===== config.mk =====
export PLATFORM = sky130hd
export DESIGN_NAME = wss_line_encoder
export DESIGN_NICKNAME = d
export VERILOG_FILES = /design/src/rtl/wss_pkg.sv /design/src/rtl/wss_payload_regs.sv /design/src/rtl/wss_elem_timer.sv /design/src/rtl/wss_frame_shift.sv /design/src/rtl/wss_line_encoder.sv
export SDC_FILE = /design/constraint.sdc
export NUM_CORES = 1
export LEC_CHECK = 0
export BUFFER_PORTS_ARGS = -buffer_cell sky130_fd_sc_hd__buf_2
export CAP_MARGIN = 40
export CORE_MARGIN = 8
export CORE_UTILIZATION = 60
export DETAILED_ROUTE_END_ITERATION = 10
export PLACE_DENSITY = 0.75
export SLEW_MARGIN = 20
export SYNTH_ARGS = -nofsm -noshare
export SYNTH_HDL_FRONTEND = slang
export SYNTH_SLANG_ARGS = --single-unit

===== constraint.sdc =====
create_clock -name clk -period 6.9 [get_ports clk]
set_input_delay 1.035 -clock clk [delete_from_list [all_inputs] [get_ports clk]]
set_output_delay 1.035 -clock clk [all_outputs]
set_load 0.02 [all_outputs]

===== src/rtl/wss_pkg.sv =====
package wss_pkg;
   localparam int RUNIN_LEN   = 29;
   localparam int START_LEN   = 24;
   localparam int DATA_BITS   = 14;
   localparam int ELEM_PER_B  = 6;
   localparam int FRAME_LEN   = RUNIN_LEN + START_LEN + DATA_BITS * ELEM_PER_B;
   localparam int HALF_B      = ELEM_PER_B / 2;

   localparam logic [RUNIN_LEN-1:0] RUNIN_PAT = 29'h1F1C71C7;
   localparam logic [START_LEN-1:0] START_PAT = 24'h1E3C1F;

   typedef logic [FRAME_LEN-1:0] frame_t;
   typedef logic [DATA_BITS-1:0] payload_t;

   // Assemble the full element sequence; bit FRAME_LEN-1 is transmitted first.
   function automatic frame_t build_frame(input payload_t pay);
      frame_t f;
      int     pos;
      f   = '0;
      pos = FRAME_LEN - 1;
      for (int k = RUNIN_LEN - 1; k >= 0; k--) begin
         f[pos] = RUNIN_PAT[k];
         pos--;
      end
      for (int k = START_LEN - 1; k >= 0; k--) begin
         f[pos] = START_PAT[k];
         pos--;
      end
      for (int b = 0; b < DATA_BITS; b++) begin
         for (int e = 0; e < ELEM_PER_B; e++) begin
            f[pos] = (e < HALF_B) ? pay[b] : ~pay[b];
            pos--;
         end
      end
      return f;
   endfunction
endpackage


===== src/rtl/wss_payload_regs.sv =====
module wss_payload_regs
   import wss_pkg::*;
(
   input  logic       clk,
   input  logic       rst_n,
   input  logic       wr_en,
   input  logic       wr_sel,
   input  logic [7:0] wr_data,
   output payload_t   payload,
   output logic       payload_ok
);
   localparam int HI_BITS = DATA_BITS - 8;

   logic [7:0] stage_lo;

   always_ff @(posedge clk or negedge rst_n) begin
      if (!rst_n) begin
         stage_lo   <= '0;
         payload    <= '0;
         payload_ok <= 1'b0;
      end else if (wr_en) begin
         if (!wr_sel) begin
            stage_lo <= wr_data;
         end else begin
            payload    <= {wr_data[HI_BITS-1:0], stage_lo};
            payload_ok <= 1'b1;
         end
      end
   end
endmodule


===== src/rtl/wss_elem_timer.sv =====
module wss_elem_timer #(
   parameter int STEP_NUM  = 10,
   parameter int STEP_DEN  = 59,
   parameter int N_ELEMS   = 137
) (
   input  logic clk,
   input  logic rst_n,
   input  logic start,
   output logic busy,
   output logic tick
);
   localparam int ACC_W = $clog2(STEP_NUM + STEP_DEN + 1);
   localparam int IDX_W = $clog2(N_ELEMS + 1);

   logic [ACC_W-1:0] acc;
   logic [ACC_W-1:0] acc_sum;
   logic [IDX_W-1:0] idx;
   logic             last_elem;

   assign acc_sum   = acc + ACC_W'(STEP_NUM);
   assign tick      = busy && (acc_sum >= ACC_W'(STEP_DEN));
   assign last_elem = (idx == IDX_W'(N_ELEMS - 1));

   always_ff @(posedge clk or negedge rst_n) begin
      if (!rst_n) begin
         busy <= 1'b0;
         acc  <= '0;
         idx  <= '0;
      end else if (start && !busy) begin
         busy <= 1'b1;
         acc  <= '0;
         idx  <= '0;
      end else if (busy) begin
         if (tick) begin
            acc <= acc_sum - ACC_W'(STEP_DEN);
            if (last_elem) begin
               busy <= 1'b0;
               idx  <= '0;
            end else begin
               idx <= idx + 1'b1;
            end
         end else begin
            acc <= acc_sum;
         end
      end
   end
endmodule


===== src/rtl/wss_frame_shift.sv =====
module wss_frame_shift
   import wss_pkg::*;
(
   input  logic     clk,
   input  logic     rst_n,
   input  logic     load,
   input  payload_t payload,
   input  logic     advance,
   output logic     head
);
   frame_t sreg;

   always_ff @(posedge clk or negedge rst_n) begin
      if (!rst_n) begin
         sreg <= '0;
      end else if (load) begin
         sreg <= build_frame(payload);
      end else if (advance) begin
         sreg <= {sreg[FRAME_LEN-2:0], 1'b0};
      end
   end

   assign head = sreg[FRAME_LEN-1];
endmodule


===== src/rtl/wss_line_encoder.sv =====
module wss_line_encoder
   import wss_pkg::*;
#(
   parameter int LINE_W      = 10,
   parameter int HPOS_W      = 12,
   parameter int TARGET_LINE = 23,
   parameter int START_CLK   = 325,
   parameter int STEP_NUM    = 10,
   parameter int STEP_DEN    = 59
) (
   input  logic              clk,
   input  logic              rst_n,
   input  logic              wr_en,
   input  logic              wr_sel,
   input  logic [7:0]        wr_data,
   input  logic              mode_625,
   input  logic              wss_en,
   input  logic [LINE_W-1:0] line_num,
   input  logic [HPOS_W-1:0] hpos,
   output logic              elem_out,
   output logic              wss_on
);
   generate
      if (STEP_NUM <= 0 || STEP_NUM >= STEP_DEN) begin : g_bad_step
         $error("element step must satisfy 0 < STEP_NUM < STEP_DEN");
      end
      if (START_CLK >= (1 << HPOS_W)) begin : g_bad_start
         $error("START_CLK does not fit in HPOS_W");
      end
      if (TARGET_LINE >= (1 << LINE_W)) begin : g_bad_line
         $error("TARGET_LINE does not fit in LINE_W");
      end
   endgenerate

   payload_t payload;
   logic     payload_ok;
   logic     busy;
   logic     tick;
   logic     head;
   logic     kick;

   wss_payload_regs u_regs (
      .clk        (clk),
      .rst_n      (rst_n),
      .wr_en      (wr_en),
      .wr_sel     (wr_sel),
      .wr_data    (wr_data),
      .payload    (payload),
      .payload_ok (payload_ok)
   );

   assign kick = !busy && payload_ok && mode_625 && wss_en
              && (line_num == LINE_W'(TARGET_LINE))
              && (hpos == HPOS_W'(START_CLK));

   wss_elem_timer #(
      .STEP_NUM (STEP_NUM),
      .STEP_DEN (STEP_DEN),
      .N_ELEMS  (FRAME_LEN)
   ) u_timer (
      .clk   (clk),
      .rst_n (rst_n),
      .start (kick),
      .busy  (busy),
      .tick  (tick)
   );

   wss_frame_shift u_shift (
      .clk     (clk),
      .rst_n   (rst_n),
      .load    (kick),
      .payload (payload),
      .advance (tick),
      .head    (head)
   );

   assign wss_on   = busy;
   assign elem_out = busy & head;
endmodule


== Yosys cells after proc, flatten, opt, wreduce, memory -nomap -nowiden ==
Cells that the tools add are included.

* Word-level logic and storage cells: 57
* Flip-flop bits (word level): 176
* Output and inout port bits: 2

* Bitwise operators: 16
* Reductions and logical operators: 14
* Mux-type cells: 13
* $add $sub $neg: 3
* Magnitude comparators: 1
* Equality and inequality tests: 3

{| class="wikitable"
|+ Operators by type and width
! kind !! count
|-
| $mux W137 || 2
|-
| $mux W8 || 4
|-
| $mux W7 || 3
|-
| $not A1 Y1 || 15
|-
| $eq A12 B9 Y1 const B || 1
|-
| $eq A10 B5 Y1 const B || 1
|-
| $add A8 B1 Y8 const B || 1
|-
| $eq A8 B8 Y1 const B || 1
|-
| $add A7 B4 Y7 const B || 1
|-
| $ge A7 B6 Y1 const B || 1
|-
| $logic_and A1 B1 Y1 || 7
|-
| $sub A7 B6 Y7 const B || 1
|-
| $reduce_and A2 Y1 || 3
|-
| $reduce_bool A2 Y1 || 3
|-
| $mux W1 || 4
|-
| $and A1 B1 Y1 || 1
|-
| $logic_not A1 Y1 || 1
|}

== Logic depth before layout (Yosys ltp) ==
Gate-level depths: netlist of the first run.

* Depth after elaboration: 9
* Gate-level depth with buffers: 11

== Hierarchy ==
Synthesis of the first run repeated with hierarchy kept, for this count alone.

* Cell total of the unflattened synthesis: 627
* Area total of the unflattened synthesis: 8369.3 um2

{| class="wikitable"
|+ By module, submodules not included
! module !! area an instance (um2) !! cells each !! instances !! sequential area each (um2)
|-
| wss_frame_shift || 6286.0 || 445 || 1 || 3428.3
|-
| wss_elem_timer || 1063.5 || 121 || 1 || 400.4
|-
| wss_payload_regs || 928.4 || 50 || 1 || 575.6
|-
| wss_line_encoder || 91.3 || 11 || 1 || 0.0
|}

== Worst setup path before layout of the first run ==
OpenSTA, ideal clock, no wires.

* Path kind: in2reg
* Start: in hpos[4]
* End: reg u_shift.sreg[69]
* Data arrival time: 2.636 ns
* Library setup time: 0.132 ns
* Slack: 4.132 ns
* Required time: 6.768 ns
* Stages: 7
* Cell sequence: or4b_1 > or4_1 > buf_2 > buf_6 > buf_2 > nand3_1 > o211ai_1

* Longest elaborated chain between the ends: 3

{| class="wikitable"
|+ Ends and longest elaborated chain
! what !! RTL line !! source
|-
| start: declaration || wss_line_encoder.sv:19 || <nowiki>input logic [HPOS_W-1:0] hpos,</nowiki>
|-
| $eq A12 B9 Y1 * || wss_line_encoder.sv:54 || <nowiki>&& (hpos == HPOS_W'(START_CLK));</nowiki>
|-
| $logic_and A1 B1 Y1 * || wss_line_encoder.sv:54 ||
|-
| $mux W137 or $reduce_bool A2 Y1 (tied branches) || n/a ||
|-
| end signal: assignment || wss_frame_shift.sv:17 || <nowiki>sreg <= build_frame(payload);</nowiki>
|-
| end signal: assignment || wss_frame_shift.sv:19 || <nowiki>sreg <= {sreg[FRAME_LEN-2:0], 1'b0};</nowiki>
|-
| end: declaration || wss_frame_shift.sv:11 || <nowiki>frame_t sreg;</nowiki>
|}

Every way passes the cells marked *; elsewhere a longest branch is shown, timed or not.
A chain may end at the register's enable or synchronous reset.

== Final worst setup path of the first run ==
* Start: reg u_timer.acc[1]
* End: reg u_shift.sreg[32]

* Longest elaborated chain between the ends: 4

{| class="wikitable"
|+ Ends and longest elaborated chain
! what !! RTL line !! source
|-
| start: declaration || wss_elem_timer.sv:15 || <nowiki>logic [ACC_W-1:0] acc;</nowiki>
|-
| start signal: assignment || wss_elem_timer.sv:35 || <nowiki>acc <= acc_sum - ACC_W'(STEP_DEN);</nowiki>
|-
| start signal: assignment || wss_elem_timer.sv:43 || <nowiki>acc <= acc_sum;</nowiki>
|-
| $add A7 B4 Y7 || wss_elem_timer.sv:20 || <nowiki>assign acc_sum = acc + ACC_W'(STEP_NUM);</nowiki>
|-
| $ge A7 B6 Y1 || wss_elem_timer.sv:21 || <nowiki>assign tick = busy && (acc_sum >= ACC_W'(STEP_DEN));</nowiki>
|-
| $logic_and A1 B1 Y1 || wss_elem_timer.sv:21 ||
|-
| $reduce_bool A2 Y1 (no line) || n/a ||
|}

Every way passes these cells.

==> out/metrics.csv, run 1 <==
metric,value,unit
post_route_cells_drive_above_1_share,14.1,%
hold_fix_buffers_cts,0,
power.ir.vdd_worst,0.206,mV
whs,0.467,ns
layout_commonest_cell,nand2_1,
cp_max_fo,60,
worst_setup_hold_path_clk_slew,0.07,ns
clock_insertion_delay_worst_skew,0.43,ns
grt_pass1_vias,5843,
routed_wirelength,15.7,mm
synthesis.yosys.warnings,0,
worst_rel_slew_slack,48.4,%
tritoncts,yes,
die-height,130,um
rrSetupSlack,3.42,ns
cts.sink_count,176,
multiInputGateArea,0.00308,sq mm
worst_r2r_endpoint,u_shift.sreg[32],
finalCritPeriodShare,50.5,%
synth_largest_type_area_fraction,56.2,%
wire_length_of_the_first_global_routing_pass,27.4,mm
cts_max_level,4,
rr_startpoint,u_timer.acc[1],
run_status,completed,
proportion_of_synthesized_flip_flops_having_asynchronous_set_or_reset,100,%
cts_root_buf,clkbuf_16,
number_of_enable_flip_flop_cells_after_synthesis,0,
max_slew.worst_pin.slew,0.771,ns
initial_cell_density_of_the_core,61.8,%
cts-root-to-sink-buffers,2,
unrepaired_setup_endpoints_after_global_routing,no,
synth-seq-area-share,56.2,%
syn-mean-instance-area,9.89,sq um
design.core.area,0.0127,sq mm
gr-total-overflow,0,
register_bit_count_reported_by_yosys,176,
synth_top_flop_cell,dfrtp_1,
critical_path_class,register to register,
cap_violations,0,
worstRegToRegCells,8,
skew,0.00715,ns
dieArea,0.0170,sq mm
hold_start,u_shift.sreg[110],
worst-endpoint-arrival,3.76,ns
area_added_between_synthesis_and_finish,10.8,%
drt_pass1_iterations,5,
timing.fmax,287,MHz
yosysUniqueCellTypes,51,
crit_path_end_kind,register,
cts-buffers-inserted,17,
grt_max_degree,80,
drt-initial-drc-count,510,
cts_post_setup_buffers_inserted,0,
final_setup_violations,0,
seq_area,0.00440,sq mm
dieWidth,130,um
routabilityCongestion,0.784,
routed_via_density,5.94,
final.fill_count,970,
netlist_top_cells_area,"dfrtp_1, nand2_1, nand3_1, o211ai_1, mux2_2",
antenna-diode-count,0,
hold-path-endpoint,u_shift.sreg[111],
timing.critical_path.required,7.17,ns
num-nets-final,836,
dpl.hpwl,9.29,mm
synth_top_cell_by_area,dfrtp_1,
avgRoutedWirePerCell,16.0,um
cts_repair_resize_count,0,
global_route_usage_sum,20.3,%
final_antenna_net_count,0,
io_buffers,37,
synth.cell_area,0.00783,sq mm
start_kind,register,
totalNegativeSetupSlack,0,ns
power_leakage,3.66,nW
slew_violations,0,
hold_path.class,register to register,
final_hold_viol_count,0,
p_per_area,256,mW/mm^2
synth.net_count,833,
detailroute.via_count,5821,
min_path_cells,2,
min_period,3.48,ns
synthCells,792,
placementRows,41,
most_used_cells_in_the_layout_excluding_fill_and_tap_cells,"nand2_1, dfrtp_1, nand3_1",
remaining_drc_errors,0,
number_of_antenna_violations_at_the_first_check_in_global_routing,0,
ioPinCount,38,
[worst max-delay path, stage by stage, from the launching register on]
cell,delay [ns]
dfrtp_1,0.47
ha_1,0.37
nor4bb_1,0.32
a211o_1,0.18
a311o_1,0.35
and2_4,0.52
buf_12,0.29
buf_4,0.55
o221ai_1,0.23
[routing by layer]
metal | vias up | wire [um] | part of all wire (%) | GRT usage (%)
met4 | 0 | 182 | 1.2 | 8.13
met5 | - | 0 | 0 | 0
met3 | 18 | 485 | 3.1 | 4.45
met2 | 114 | 8020 | 51 | 34.3
li1 | 2774 | - | - | -
met1 | 2915 | 6960 | 44 | 24.9
[sequential cells by signal, summed over array words and instances, names as in the netlist]
name               cells
u_timer.acc            7
u_regs.payload        14
u_timer.busy           1
u_shift.sreg         137
u_regs.payload_ok      1
u_regs.stage_lo        8
u_timer.idx            8
[report_power, final]
group	leakage, nW	switching [mW]	internal (mW)
logic	1.57	0.0328	0.0299
clock network	0.324	0.415	0.659
registers	1.76	0.0302	1.06
total	3.66	0.478	1.74
[cells by family after synthesis]
kind of cell	synth area share, %
AND/OR/NAND/NOR	22.5
flip-flops	56.2
AO/OA/AOI/OAI	11.1
buffers and inverters	4.71
multiplexers	4.33
adder cells (fa/ha/maj)	0.799
XOR/XNOR	0.336
[cells in the mapped netlist (8+ instances only)]
library cell / count
o211ai_1: 40
o221ai_2: 8
mux2_2: 23
o21ai_0: 35
nor3_1: 11
nor2_1: 16
clkbuf_1: 15
buf_6: 10
nand3_1: 120
mux2i_1: 8
nand2_1: 215
dfrtp_1: 176
buf_2: 31
[cell type report]
type,instances,area share [%]
well taps,172,2.48
clock buffers,18,5.06
clock inverters,14,2.57
multi-input cells,551,35.5
flip-flops and latches,176,50.7
inverters,4,0.173
repair buffers,45,3.50
[worst max-delay path by stage]
stage	from	end	slack [ns]	cells after the start
after global routing	u_timer.acc[1]	u_shift.sreg[32]	3.14	8
after CTS	u_timer.acc[1]	u_shift.sreg[32]	3.43	8
after global placement	hpos[4]	u_shift.sreg[62]	3.37	6
after detailed placement	hpos[4]	u_shift.sreg[50]	3.31	6
after floorplan	hpos[4]	u_shift.sreg[69]	4.13	7
final	u_timer.acc[1]	u_shift.sreg[32]	3.42	8
[stage by stage]
step	utilization, %	std cells	worst slack, ns	power (mW)	area (sq um)
finish	68.5	980	3.42	2.22	8680
global route	68.5	980	3.14	2.29	8680
CTS	68.5	980	3.43	2.24	8680
detailed placement	63.3	948	3.31	1.17	8020
global placement	62.7	945	3.37	1.16	7940
floorplan	-	792	4.13	1.12	7830
Power figures use the tool's default switching activity.
==> run 2: changes to the inputs <==
- ABC_AREA: not set -> 1
- clock period: 6.9 -> 3.25 ns (I/O delays scaled with it)
==> run 2 against run 1 <==
Compared with the run above:
- clock power increased by 81%
- critical path depth increased by 5
- clock-buffer cell count is 2 higher
- register-to-register slack got worse by 2.7 ns
- largest cell class unchanged
==> out/metrics.csv, run 2 <==
metric,value,unit,change
run_status,completed,,unchanged
post_route_cells_drive_above_1_share,8.15,%,was 14.1%
placementRows,43,,was 41
slew_violations,0,,unchanged
die-height,134,um,was 130 um
critical_path_class,register to register,,unchanged
cts-buffers-inserted,17,,unchanged
grt_use_met1,23.1,%,was 24.9%
gr-total-overflow,0,,unchanged
final_cells,1284,,was 980
rrSetupSlack,0.75,ns,was 3.42 ns
rr_startpoint,u_timer.acc[1],,unchanged
final.fill_count,1151,,was 970
yosysMostFrequentCell,nand2_1,,unchanged
dpl.hpwl,9.47,mm,was 9.29 mm
power.ir.vdd_worst,0.328,mV,was 0.206 mV
crit_path_max_incr_delay,0.41,ns,was 0.55 ns
min_period,2.50,ns,was 3.48 ns
clock_insertion_delay_worst_skew,0.43,ns,about the same
yosysUniqueCellTypes,29,,was 51
cts_post_setup_buffers_inserted,0,,unchanged
skew,0.00667,ns,was 0.00715 ns
final_hold_viol_count,0,,unchanged
hold_path.class,primary input to asynchronous set/reset pin,,was register to register
cpMaxStageDelayCell,dfrtp_1,,was buf_4
netlist_top_cells_area,"dfrtp_1, nand2_1, nand3_1, nor2_1, inv_1",,"was dfrtp_1, nand2_1, nand3_1, o211ai_1, mux2_2"
post_synthesis_compound_gate_area_fraction,3.03,%,was 11.1%
design.core.area,0.0137,sq mm,was 0.0127 sq mm
seq_pwr_share,52.0,%,was 48.8%
final_antenna_net_count,0,,unchanged
synth_xor_area_share,0.629,%,was 0.335%
worst_rel_slew_slack,51.7,%,was 48.4%
synth_top_cell_by_area,dfrtp_1,,unchanged
crit_path_end_kind,register,,unchanged
post-layout-total-power,4.34,mW,was 2.22 mW
synth_top_family_by_area,simple AND/OR/NAND/NOR gates,,unchanged
finalCritPeriodShare,77.0,%,was 50.5%
wire_length_of_the_first_global_routing_pass,28.0,mm,was 27.4 mm
synthesis.yosys.warnings,0,,unchanged
number_of_antenna_violations_at_the_first_check_in_global_routing,0,,unchanged
synth_top_flop_cell,dfrtp_1,,unchanged
cp_max_fo,53,,was 60
routed_via_density,5.15,,was 5.94
timing.fmax,400,MHz,was 287 MHz
grt_use_met3,4.26,%,was 4.45%
ioPinCount,38,,unchanged
grt_pass1_vias,6182,,"was 5,843"
dp_worst_setup_slack,0.761,ns,was 3.31 ns
synth.net_count,1127,,was 833
layout_commonest_cell,nand2_1,,unchanged
cp_cell_sequence,inv_1 > ha_1 > inv_1 > nand2_1 > nand2_1 > nand2_1 > nand3_2 > nand2_4 > nand2_8 > nand2_4 > buf_12 > nor2_1 > nor2_1,,was ha_1 > nor4bb_1 > a211o_1 > a311o_1 > and2_4 > buf_12 > buf_4 > o221ai_1
synth_largest_type_area_fraction,52.7,%,was 56.2%
post-route-util,66.4,%,was 68.5%
antenna-diode-count,0,,unchanged
cts_root_buf,clkbuf_16,,unchanged
cts_repair_resize_count,0,,unchanged
hold_fix_buffers_cts,0,,unchanged
worst-endpoint-arrival,2.85,ns,was 3.76 ns
cts-root-to-sink-buffers,2,,unchanged
dieWidth,134,um,was 130 um
start_kind,register,,unchanged
cts.sink_count,176,,unchanged
final_setup_violations,0,,unchanged
cap_violations,0,,unchanged
global_route_usage_sum,18.7,%,was 20.3%
worst_r2r_endpoint,u_shift.sreg[115],,was u_shift.sreg[32]
register_bit_count_reported_by_yosys,176,,unchanged
synth-seq-area-share,52.7,%,was 56.2%
setup_slack,0.749,ns,was 3.42 ns
worst_setup_hold_path_clk_slew,0.06,ns,was 0.07 ns
most_used_cells_in_the_layout_excluding_fill_and_tap_cells,"nand2_1, dfrtp_1, nor2_1",,"was nand2_1, dfrtp_1, nand3_1"
p_comb_share,3.2,%,was 2.8%
max_flop_register,u_shift.sreg,,unchanged
drt_pass1_iterations,4,,was 5
synth_common_cells,"nand2_1, dfrtp_1, nor2_1",,"was nand2_1, dfrtp_1, nand3_1"
proportion_of_synthesized_flip_flops_having_asynchronous_set_or_reset,100,%,unchanged
placedCellCount,1252,,was 948
remaining_drc_errors,0,,unchanged
routabilityCongestion,0.803,,was 0.784
synth.cell_area,0.00835,sq mm,was 0.00783 sq mm
routed_wirelength,16.0,mm,was 15.7 mm
num-nets-final,1132,,was 836
number_of_enable_flip_flop_cells_after_synthesis,0,,unchanged
grtUsageMet2,32.1,%,was 34.3%
unrepaired_setup_endpoints_after_global_routing,no,,unchanged
internal-power,3.37,mW,was 1.74 mW
synthCells,1086,,was 792
biggest_regs,"u_shift.sreg x137, u_regs.payload x14",,unchanged
syn-mean-instance-area,7.69,sq um,was 9.89 sq um
tritoncts,yes,,unchanged
drt-initial-drc-count,578,,was 510
post_synth_fa_ha_maj_area_fraction,0.749,%,was 0.799%
totalNegativeSetupSlack,0,ns,unchanged
avgRoutedWirePerCell,12.5,um,was 16.0 um
cts_max_level,4,,unchanged
dieArea,0.0180,sq mm,was 0.0170 sq mm
switching_share,22.2,%,was 21.5%
power.switching,0.962,mW,was 0.478 mW
initial_cell_density_of_the_core,60.9,%,was 61.8%
max_slew.worst_pin.slew,0.724,ns,was 0.771 ns
p_per_area,476,mW/mm^2,was 256 mW/mm^2
timing.critical_path.mode_cell,nand2_1,,
largest_register_ff_count,137,,unchanged
clock_network_power_share,44.8,%,was 48.3%
worstRegToRegCells,13,,was 8
power_leakage,5.09,nW,was 3.66 nW
busiest_layer,met2,,unchanged
grt_max_degree,157,,was 80
area_added_between_synthesis_and_finish,9.14,%,was 10.8%
detailroute.via_count,6609,,"was 5,821"
synthSimpleGateAreaFrac,35.3,%,was 22.5%
io_buffers,37,,unchanged
proportion_of_synthesized_area_in_mux_cells,0.135,%,was 4.33%
timing.critical_path.required,3.60,ns,was 7.17 ns
-- run 2: cell types whose count changed after synthesis, moves of 8 or more --
cell | previous run | this run
mux2i_1 | 8 | 0
nor2_1 | 16 | 124
o211ai_1 | 40 | 0
o221ai_2 | 8 | 0
nand2_1 | 215 | 457
o21ai_1 | 0 | 11
mux2_2 | 23 | 1
inv_1 | 4 | 61
-- run 2: layer usage --
metal  share of wire [%]  vias to the layer above
met1                  47                     3106
li1                    -                     3383
met4                 1.2                        0
met5                   0                        -
met3                 3.9                       18
met2                  48                      102
-- run 2: critical path: cells and delay by family, from the launching register on --
| kind | cells | cell delay [ns] |
|---|---|---|
| buffers and inverters | 3 | 0.43 |
| adders and majority gates | 1 | 0.33 |
| and+or+nand+nor | 9 | 1.21 |
| DFF | 1 | 0.41 |
-- run 2: cell families (layout without fill, tap and decap cells) --
kind of cell	count (synthesis)	count (layout)
xor+xnor	6	6
buf+inv	125	143
mux	1	1
simple gates	723	723
fa+ha+maj	5	5
flops	176	176
compound gates	50	50
-- run 2: final cells by class --
cell class | instances | area, sq um | share of cell area [%]
Inverter | 66 | 248 | 2.72
Clock buffer | 20 | 457 | 5.01
Clock inverter | 12 | 106 | 1.17
Tap cell | 180 | 225 | 2.47
Timing Repair Buffer | 45 | 334 | 3.66
Multi-Input combinational cell | 785 | 3340 | 36.7
Sequential cell | 176 | 4400 | 48.3
-- run 2: worst max-delay path by stage --
stage                   endpoint  cells past startpoint  slack (ns)      startpoint
6_report       u_shift.sreg[115]                     13        0.75  u_timer.acc[1]
5_1_grt         u_shift.sreg[64]                     13        0.52  u_timer.acc[1]
4_1_cts        u_shift.sreg[115]                     13        0.75  u_timer.acc[1]
3_5_place_dp   u_shift.sreg[115]                     13        0.76  u_timer.acc[1]
3_3_place_gp    u_shift.sreg[53]                     12        0.84     line_num[3]
2_1_floorplan   u_shift.sreg[13]                     14        1.42  u_timer.acc[1]
-- run 2: power groups by stage --
stage	combinational, mW	sequential [mW]	clock (mW)
2_1_floorplan	0.0543	2.29	0
3_3_place_gp	0.138	2.30	0
3_5_place_dp	0.142	2.30	0
4_1_cts	0.143	2.25	1.99
5_1_grt	0.163	2.26	2.07
6_report	0.138	2.26	1.94
-- run 2: per-stage QoR --
stage               hold WS (ns)  instance area [sq um]
finish                     0.107                   9120
CTS                        0.124                   9120
global placement           0.455                   8540
detailed placement         0.459                   8550
global route               0.163                   9120
floorplan                  0.192                   8350
